[src/rtl/stat_lock_pkg.sv]
package stat_lock_pkg;
  // strobes from control to datapath
  typedef struct packed {
    logic setWel;
    logic clrWel;
    logic setFlag;
    logic clrFlag;
    logic loadPend;
    logic commit;
  } ctrlStrobe_t;

  // writable status fields
  typedef struct packed {
    logic       wpen;
    logic       flag;
    logic [1:0] blk;
  } statFields_t;
endpackage

[src/rtl/stat_lock_ctrl.sv]
module stat_lock_ctrl
  import stat_lock_pkg::*;
#(
  parameter int ADDR_W      = 12,
  parameter int SYNC_STAGES = 2
) (
  input  logic              clk,
  input  logic              rstN,
  input  logic              cmdWren,
  input  logic              cmdWrdi,
  input  logic              cmdFlagSet,
  input  logic              cmdStatWr,
  input  logic              cmdArrWr,
  input  logic [ADDR_W-1:0] arrAddr,
  input  logic              wpPin,
  input  logic              wipIn,
  input  logic              welQ,
  input  logic              wpenQ,
  input  logic [1:0]        blkQ,
  output ctrlStrobe_t       strobe,
  output logic              statWrGrant,
  output logic              arrWrGrant
);
  localparam int TOP_HI = ADDR_W - 1;

  // protect pin synchroniser
  logic [SYNC_STAGES-1:0] wpSync;
  logic                   wpLevel;
  generate
    if (SYNC_STAGES == 1) begin : g_sync1
      always_ff @(posedge clk or negedge rstN)
        if (!rstN) wpSync <= '0;
        else       wpSync <= wpPin;
    end else begin : g_syncN
      always_ff @(posedge clk or negedge rstN)
        if (!rstN) wpSync <= '0;
        else       wpSync <= {wpSync[SYNC_STAGES-2:0], wpPin};
    end
  endgenerate
  assign wpLevel = wpSync[SYNC_STAGES-1];

  // end of write cycle: falling edge of write-in-progress
  logic wipPrev;
  logic cycleEnd;
  always_ff @(posedge clk or negedge rstN)
    if (!rstN) wipPrev <= 1'b0;
    else       wipPrev <= wipIn;
  assign cycleEnd = wipPrev & ~wipIn;

  // block protection decode on the two top address bits
  logic [1:0] topBits;
  logic       inProt;
  assign topBits = arrAddr[TOP_HI -: 2];
  always_comb begin
    unique case (blkQ)
      2'b00:   inProt = 1'b0;
      2'b01:   inProt = &topBits;
      2'b10:   inProt = topBits[1];
      default: inProt = 1'b1;
    endcase
  end

  logic statLocked;
  logic statOk;
  logic arrOk;
  assign statLocked = wpenQ & ~wpLevel;
  assign statOk     = cmdStatWr & welQ & ~statLocked;
  assign arrOk      = cmdArrWr & welQ & ~inProt;

  // pending granted writes awaiting cycle end
  logic statPend;
  logic arrPend;
  always_ff @(posedge clk or negedge rstN) begin
    if (!rstN) begin
      statPend <= 1'b0;
      arrPend  <= 1'b0;
    end else begin
      if (cycleEnd) begin
        statPend <= 1'b0;
        arrPend  <= 1'b0;
      end
      if (statOk) statPend <= 1'b1;
      if (arrOk)  arrPend  <= 1'b1;
    end
  end

  always_ff @(posedge clk or negedge rstN) begin
    if (!rstN) begin
      statWrGrant <= 1'b0;
      arrWrGrant  <= 1'b0;
    end else begin
      statWrGrant <= statOk;
      arrWrGrant  <= arrOk;
    end
  end

  always_comb begin
    strobe          = '0;
    strobe.setWel   = cmdWren;
    strobe.clrWel   = cmdWrdi | (cycleEnd & (statPend | arrPend));
    strobe.setFlag  = cmdFlagSet;
    strobe.clrFlag  = cmdWrdi;
    strobe.loadPend = statOk;
    strobe.commit   = cycleEnd & statPend;
  end
endmodule

[src/rtl/stat_lock_dp.sv]
module stat_lock_dp
  import stat_lock_pkg::*;
#(
  parameter logic [2:0] NV_INIT = 3'b000
) (
  input  logic        clk,
  input  logic        rstN,
  input  ctrlStrobe_t strobe,
  input  logic [7:0]  statData,
  input  logic        wipIn,
  output logic        welQ,
  output logic        wpenQ,
  output logic [1:0]  blkQ,
  output logic [7:0]  statByte
);
  statFields_t cur;
  statFields_t pend;
  logic        wel;

  always_ff @(posedge clk or negedge rstN) begin
    if (!rstN) pend <= '0;
    else if (strobe.loadPend)
      pend <= '{wpen: statData[7], flag: statData[6], blk: statData[3:2]};
  end

  // ordering gives the clear strobes the final word
  always_ff @(posedge clk or negedge rstN) begin
    if (!rstN) begin
      cur.wpen <= NV_INIT[2];
      cur.blk  <= NV_INIT[1:0];
      cur.flag <= 1'b0;
    end else begin
      if (strobe.commit) cur <= pend;
      if (strobe.setFlag) cur.flag <= 1'b1;
      if (strobe.clrFlag) cur.flag <= 1'b0;
    end
  end

  always_ff @(posedge clk or negedge rstN) begin
    if (!rstN) wel <= 1'b0;
    else begin
      if (strobe.setWel) wel <= 1'b1;
      if (strobe.clrWel) wel <= 1'b0;
    end
  end

  assign welQ     = wel;
  assign wpenQ    = cur.wpen;
  assign blkQ     = cur.blk;
  assign statByte = {cur.wpen, cur.flag, 2'b11, cur.blk, wel, wipIn};
endmodule

[src/rtl/stat_lock_unit.sv]
module stat_lock_unit
  import stat_lock_pkg::*;
#(
  parameter int         ADDR_W      = 12,
  parameter int         SYNC_STAGES = 2,
  parameter logic [2:0] NV_INIT     = 3'b000
) (
  input  logic              clk,
  input  logic              rstN,
  input  logic              cmdWren,
  input  logic              cmdWrdi,
  input  logic              cmdFlagSet,
  input  logic              cmdStatWr,
  input  logic [7:0]        statData,
  input  logic              cmdArrWr,
  input  logic [ADDR_W-1:0] arrAddr,
  input  logic              wpPin,
  input  logic              wipIn,
  output logic [7:0]        statByte,
  output logic              statWrGrant,
  output logic              arrWrGrant
);
  ctrlStrobe_t strobe;
  logic        welQ;
  logic        wpenQ;
  logic [1:0]  blkQ;

  stat_lock_ctrl #(.ADDR_W(ADDR_W), .SYNC_STAGES(SYNC_STAGES)) i_ctrl (
    .clk(clk), .rstN(rstN),
    .cmdWren(cmdWren), .cmdWrdi(cmdWrdi), .cmdFlagSet(cmdFlagSet),
    .cmdStatWr(cmdStatWr), .cmdArrWr(cmdArrWr), .arrAddr(arrAddr),
    .wpPin(wpPin), .wipIn(wipIn),
    .welQ(welQ), .wpenQ(wpenQ), .blkQ(blkQ),
    .strobe(strobe), .statWrGrant(statWrGrant), .arrWrGrant(arrWrGrant)
  );

  stat_lock_dp #(.NV_INIT(NV_INIT)) i_dp (
    .clk(clk), .rstN(rstN), .strobe(strobe), .statData(statData),
    .wipIn(wipIn), .welQ(welQ), .wpenQ(wpenQ), .blkQ(blkQ),
    .statByte(statByte)
  );
endmodule

[config.mk]
export PLATFORM = sky130hd
export DESIGN_NAME = stat_lock_unit
export DESIGN_NICKNAME = d
export VERILOG_FILES = /design/src/rtl/stat_lock_pkg.sv /design/src/rtl/stat_lock_ctrl.sv /design/src/rtl/stat_lock_dp.sv /design/src/rtl/stat_lock_unit.sv
export SDC_FILE = /design/constraint.sdc
export NUM_CORES = 1
export LEC_CHECK = 0
export BUFFER_PORTS_ARGS = -buffer_cell sky130_fd_sc_hd__buf_2
export CAP_MARGIN = 20
export CORE_UTILIZATION = 36
export DETAILED_ROUTE_END_ITERATION = 16
export PLACE_DENSITY = 0.72
export SETUP_SLACK_MARGIN = 0.3
export SLEW_MARGIN = 20
export SYNTH_ARGS = -nofsm -noshare
export SYNTH_HDL_FRONTEND = slang
export SYNTH_SLANG_ARGS = --single-unit
[constraint.sdc]
create_clock -name clk -period 1.04 [get_ports clk]
set_input_delay 0.208 -clock clk [delete_from_list [all_inputs] [get_ports clk]]
set_output_delay 0.208 -clock clk [all_outputs]
set_load 0.01 [all_outputs]
# == After elaboration in Yosys (flattened, before gate mapping) ==
# Cells that the tools add are included.
# W data, S select, Z words.
# classes
addsub,0
n_mul,0
div_mod_pow,0
magnitude_cmp,0
eq_ne,2
n_shift,0
mux,9
bitwise,14
reduce_logical,6
# op_table
op,n
$and A1 B1 Y1,8
$mux W1,7
$reduce_bool A2 Y1,3
$not A1 Y1,4
$mux W3,1
$pmux W1 S3,1
$reduce_bool A3 Y1,1
$eq A2 B1 Y1 const B,1
$eq A2 B2 Y1 const B,1
$logic_not A2 Y1,1
$or A1 B1 Y1,2
$reduce_and A2 Y1,1
# totals
register_bits,16
latchBits,0
mem_bits_rw,0
romBits,0
output_inout_bits,10
memories,0

# == Logic depth before layout (Yosys ltp) ==
# logic_depth
ltp_word,6
ltp_mapped,3
mapped_depth_nobuf,3

# == Modules after synthesis ==
# From an unflattened synthesis, not the netlist that was laid out.
# unflattened
hier_cells,53
hier_area_um2,670.6
# by_module_without_submodules
module,n_inst,cells_per_inst,area_per_inst_um2,seq_area_each_um2
stat_lock_dp,1,29,386.6,225.2
stat_lock_ctrl,1,24,284.0,175.2

# == Least setup slack after synthesis ==
# OpenSTA, ideal clock, no wires.
# synth_timing
path_type,flip-flop to flip-flop
start,"reg i_dp.cur, in the netlist i_dp.wpenQ"
end,reg i_dp.pend[0] in the netlist's numbering
setup_ns,0.125
arrival_time_ns,0.979
t_required_ns,0.915
path_slack_ns,-0.064
stages_incl_launch_ff,4
path_buffers,0
path_cell_list,dfrtp_1 -> inv_1 -> o211ai_4 -> mux2_2
# synth_between
elab_chain_cells,3
# synth_lines
item,line,source
start: declaration,stat_lock_dp.sv:16,statFields_t cur;
start signal: assignment,stat_lock_dp.sv:33,if (strobe.commit) cur <= pend;
$and A1 B1 Y1,stat_lock_ctrl.sv:66,assign statLocked = wpenQ & ~wpLevel;
$not A1 Y1,stat_lock_ctrl.sv:67,assign statOk = cmdStatWr & welQ & ~statLocked;
$and A1 B1 Y1,stat_lock_ctrl.sv:67,
end signal: assignment,stat_lock_dp.sv:23,"pend <= '{wpen: statData[7], flag: statData[6], blk: statData[3:2]};"
end: declaration,stat_lock_dp.sv:17,statFields_t pend;
# Every way passes these cells.
# A chain may end at the register's enable or synchronous reset.

# == Worst setup path after layout ==
# layout_timing
start,"reg i_dp.cur, in the netlist i_dp.wpenQ"
end,out statByte[7]
# layout_lines
item,line,source
end: declaration,stat_lock_unit.sv:19,"output logic [7:0] statByte,"
# No word-level cell between the ends.

==> impl_metrics.csv <==
group,metric,value,unit
run_status,run_status,"complete, but fails checks",
run_status,failed_checks,"design-rule violations, negative setup slack",
drt,ant_nets,0,
synthesis,synth_area_per_cell,13.6,um^2
final_layout,final_nets,111,
min_path,worst_hold_path_depth,1,
critical_path,endpoint_kind,"output port",
grt,initial_antenna_violation_count,0,
pwr,clock_power_share,19.7,%
final_layout,syn_to_final_growth,43.6,%
pwr,cellInternalPower,1.47,mW
pwr,p_total,2.05,mW
placement,placement.io_buffers,22,
sta,grt_setup_unrepaired,"yes",
pwr,pwr_density_cell,2240,nW/um^2
sta,max_freq,876,MHz
critical_path,cp_max_fo,2,
grt,grt_max_degree,17,
grt,overall_fraction_of_global_route_tracks_in_use,14.4,%
placement,hpwl,839,um
placement,place_congestion,0.676,
sta,worst_slack,-0.102,ns
placement,setup_slack_after_placement,-0.102,ns
synthesis,mappedNetlistArea,637,um^2
synthesis,seq_area_frac_synth,62.9,%
synthesis,synth_top_cells_by_area,"sky130_fd_sc_hd__dfrtp_1 (63%), sky130_fd_sc_hd__mux2_2 (12%), sky130_fd_sc_hd__buf_4 (5.9%)",
pwr,netSwitchingFraction,28.0,%
floorplan,core_area,1580,um^2
final_layout,stdcell_count,97,
pwr,p_leak,0.506,nW
synthesis,ys_types,14,
sta,min_tclk_post_route,1.14,ns
floorplan,cell_rows,14,
sta,finalSetupViolations,13,
drt,firstDrtPassIters,9,
drt,route.final.wire_length,1250,um
synthesis,synthesis.yosys.warnings,0,
floorplan,design.portCount,39,
drt,post_drt_wl_per_cell,12.9,um
synthesis,yosys.area.top_type,"sky130_fd_sc_hd__dfrtp_1",
clock_tree,clkLatencyLatePin,0.28,ns
clock_tree,tritoncts,"yes",
final_layout,insertedDiodeCount,0,
sta,period_utilisation_layout,110,%
drt,num_vias,480,
final_layout,fill_cells,126,
critical_path,worstRegToRegCells,2,
drt,drt-initial-drc-count,6,
final_layout,drive_gt1_share,58.0,%
critical_path,worst_ep_arrival_time,0.93,ns
sta,finalClockSkew,0.00240,ns
sta,slew_violations,0,
sta,timing.final.hold_violations,0,
min_path,hold_path_class,"in -> reg",
floorplan,total_die_area,1940,um^2
clock_tree,cts_made_buffers,3,
critical_path,timing_worst_setup_path_type,"reg -> out",
clock_tree,clockRootBuffer,"sky130_fd_sc_hd__clkbuf_4",
clock_tree,clk_path_buf_depth,2,
synthesis,syn_inst,47,
placement,place_inst,84,
grt,grt.overflow.total,0,
sta,setup-tns-final,-0.867,ns
pwr,power.combinational.fraction,36.5,%
run,max_cap_viol_count,0,
sta,timing.hold.ws,0.0263,ns
pwr,vdd_ir_drop_max,1.28,mV
final_layout,final_cell_mix,"sky130_fd_sc_hd__buf_2 (20), sky130_fd_sc_hd__dfrtp_1 (16), sky130_fd_sc_hd__buf_4 (8)",
clock_tree,tritoncts_num_sinks,16,
synthesis,yosys_top_cell_area_share,62.9,%
pwr,power.net_switching,0.572,mW
floorplan,initial_core_util,40.4,%
floorplan,die_width,44.1,um
pwr,pwr-share-seq,43.9,%
clock_tree,clk_pin_slew_worst_paths,0.09,ns
floorplan,die_height,44.1,um
critical_path,critPathRequiredTime,0.83,ns
synthesis,ys_seq_elements,16,
critical_path,crit_path_start_kind,"register",
grt,grt_first_pass_wirelength,1950,um
final_layout,most_common_cell_after_layout_fill_and_taps_aside,"sky130_fd_sc_hd__buf_2",
grt,first_global_vias,474,
drt,drc,1,
drt,via_per_inst,4.95,
clock_tree,ctsHtreeMaxLevel,1,
stage by stage:
step	utilization, %	instance area, um^2
after global routing	58.0	915
after global placement	48.7	767
after CTS	55.9	881
after floorplan	-	656
final	58.0	915
after detailed placement	48.7	767
Yosys cell counts:
library cell / count
sky130_fd_sc_hd__dfrtp_1: 16
sky130_fd_sc_hd__mux2_2: 7
sky130_fd_sc_hd__buf_4: 5
sky130_fd_sc_hd__nor2_1: 4
sky130_fd_sc_hd__nand2_1: 3
sky130_fd_sc_hd__a21o_1: 2
sky130_fd_sc_hd__inv_1: 2
sky130_fd_sc_hd__nor3_1: 2
sky130_fd_sc_hd__a211oi_1: 1
sky130_fd_sc_hd__a221oi_2: 1
sky130_fd_sc_hd__conb_1: 1
sky130_fd_sc_hd__nand2b_1: 1
sky130_fd_sc_hd__nand3b_1: 1
sky130_fd_sc_hd__o211ai_4: 1
final timing paths:
check,to,slack (ns),startpoint
worst max-delay path,statByte[7],-0.10,i_dp.wpenQ$_DFFE_PN0P_
worst min-delay path,i_ctrl.wpSync[0]$_DFF_PN0_,0.03,wpPin
worst max register to register,i_dp.pend[1]$_DFFE_PN0P_,-0.10,i_ctrl.wpSync[1]$_DFF_PN0_
worst min register to register,i_ctrl.wpSync[1]$_DFF_PN0_,0.36,i_ctrl.wpSync[0]$_DFF_PN0_
max in group asynchronous,i_dp.statByte[6]$_DFFE_PN0P_,0.43,rstN
min in group asynchronous,i_dp.pend[1]$_DFFE_PN0P_,0.35,rstN
timing repair:
item | in CTS | in global routing
gates resized for setup | 5 | 5
endpoints found under the setup margin | 20 | 20
hold buffers | 1 | 0
buffers inserted | 6 | 2
endpoints found under the hold margin | 16 | 0
pin swaps | 3 | 4
registers in the layout (all words and copies together), names as in the netlist:
register and count:
i_dp.welQ 1, i_ctrl.arrPend 1, i_dp.pend 4, i_dp.blkQ 2, i_ctrl.arrWrGrant 1, i_ctrl.statPend 1
i_dp.wpenQ 1, i_ctrl.wipPrev 1, i_ctrl.wpSync 2, i_dp.statByte 1, i_ctrl.statWrGrant 1
cell families (layout without fill, tap and decap cells):
group	count (synthesis)	after routing	share of synthesized area, %
compound gates	5	5	9.23
mux	7	7	12.4
flops	16	16	62.9
simple gates	11	11	7.86
other cells	1	2	0.589
buf+inv	7	40	7.07
power groups by stage:
stage	combinational (mW)	clock, mW	sequential [mW]
floorplan	0.306	0	0.922
global placement	0.461	0	0.909
detailed placement	0.477	0	0.920
CTS	0.661	0.419	0.887
global route	0.792	0.450	0.915
finish	0.746	0.402	0.898
cell type report:
cell class	count	area (um^2)	share of cell area, %
Clock buffer	4	36.3	3.97
Inverter	2	7.51	0.821
Multi-Input combinational cell	25	224	24.5
Tap cell	16	20.0	2.19
Timing Repair Buffer	34	226	24.8
Sequential cell	16	400	43.8
worst max-delay path, stage by stage (launching register included):
cell,delay [ns]
sky130_fd_sc_hd__dfrtp_1,0.39
sky130_fd_sc_hd__buf_4,0.15
sky130_fd_sc_hd__buf_6,0.12
layer usage:
metal,global-route usage [%],vias to the layer above,part of all wire [%]
met5,0,-,0
met4,6.06,0,4.0
met3,6.53,4,6.3
met2,22.6,22,48
met1,17.0,233,42
li1,-,221,-
(Power assumes the default switching activity.)
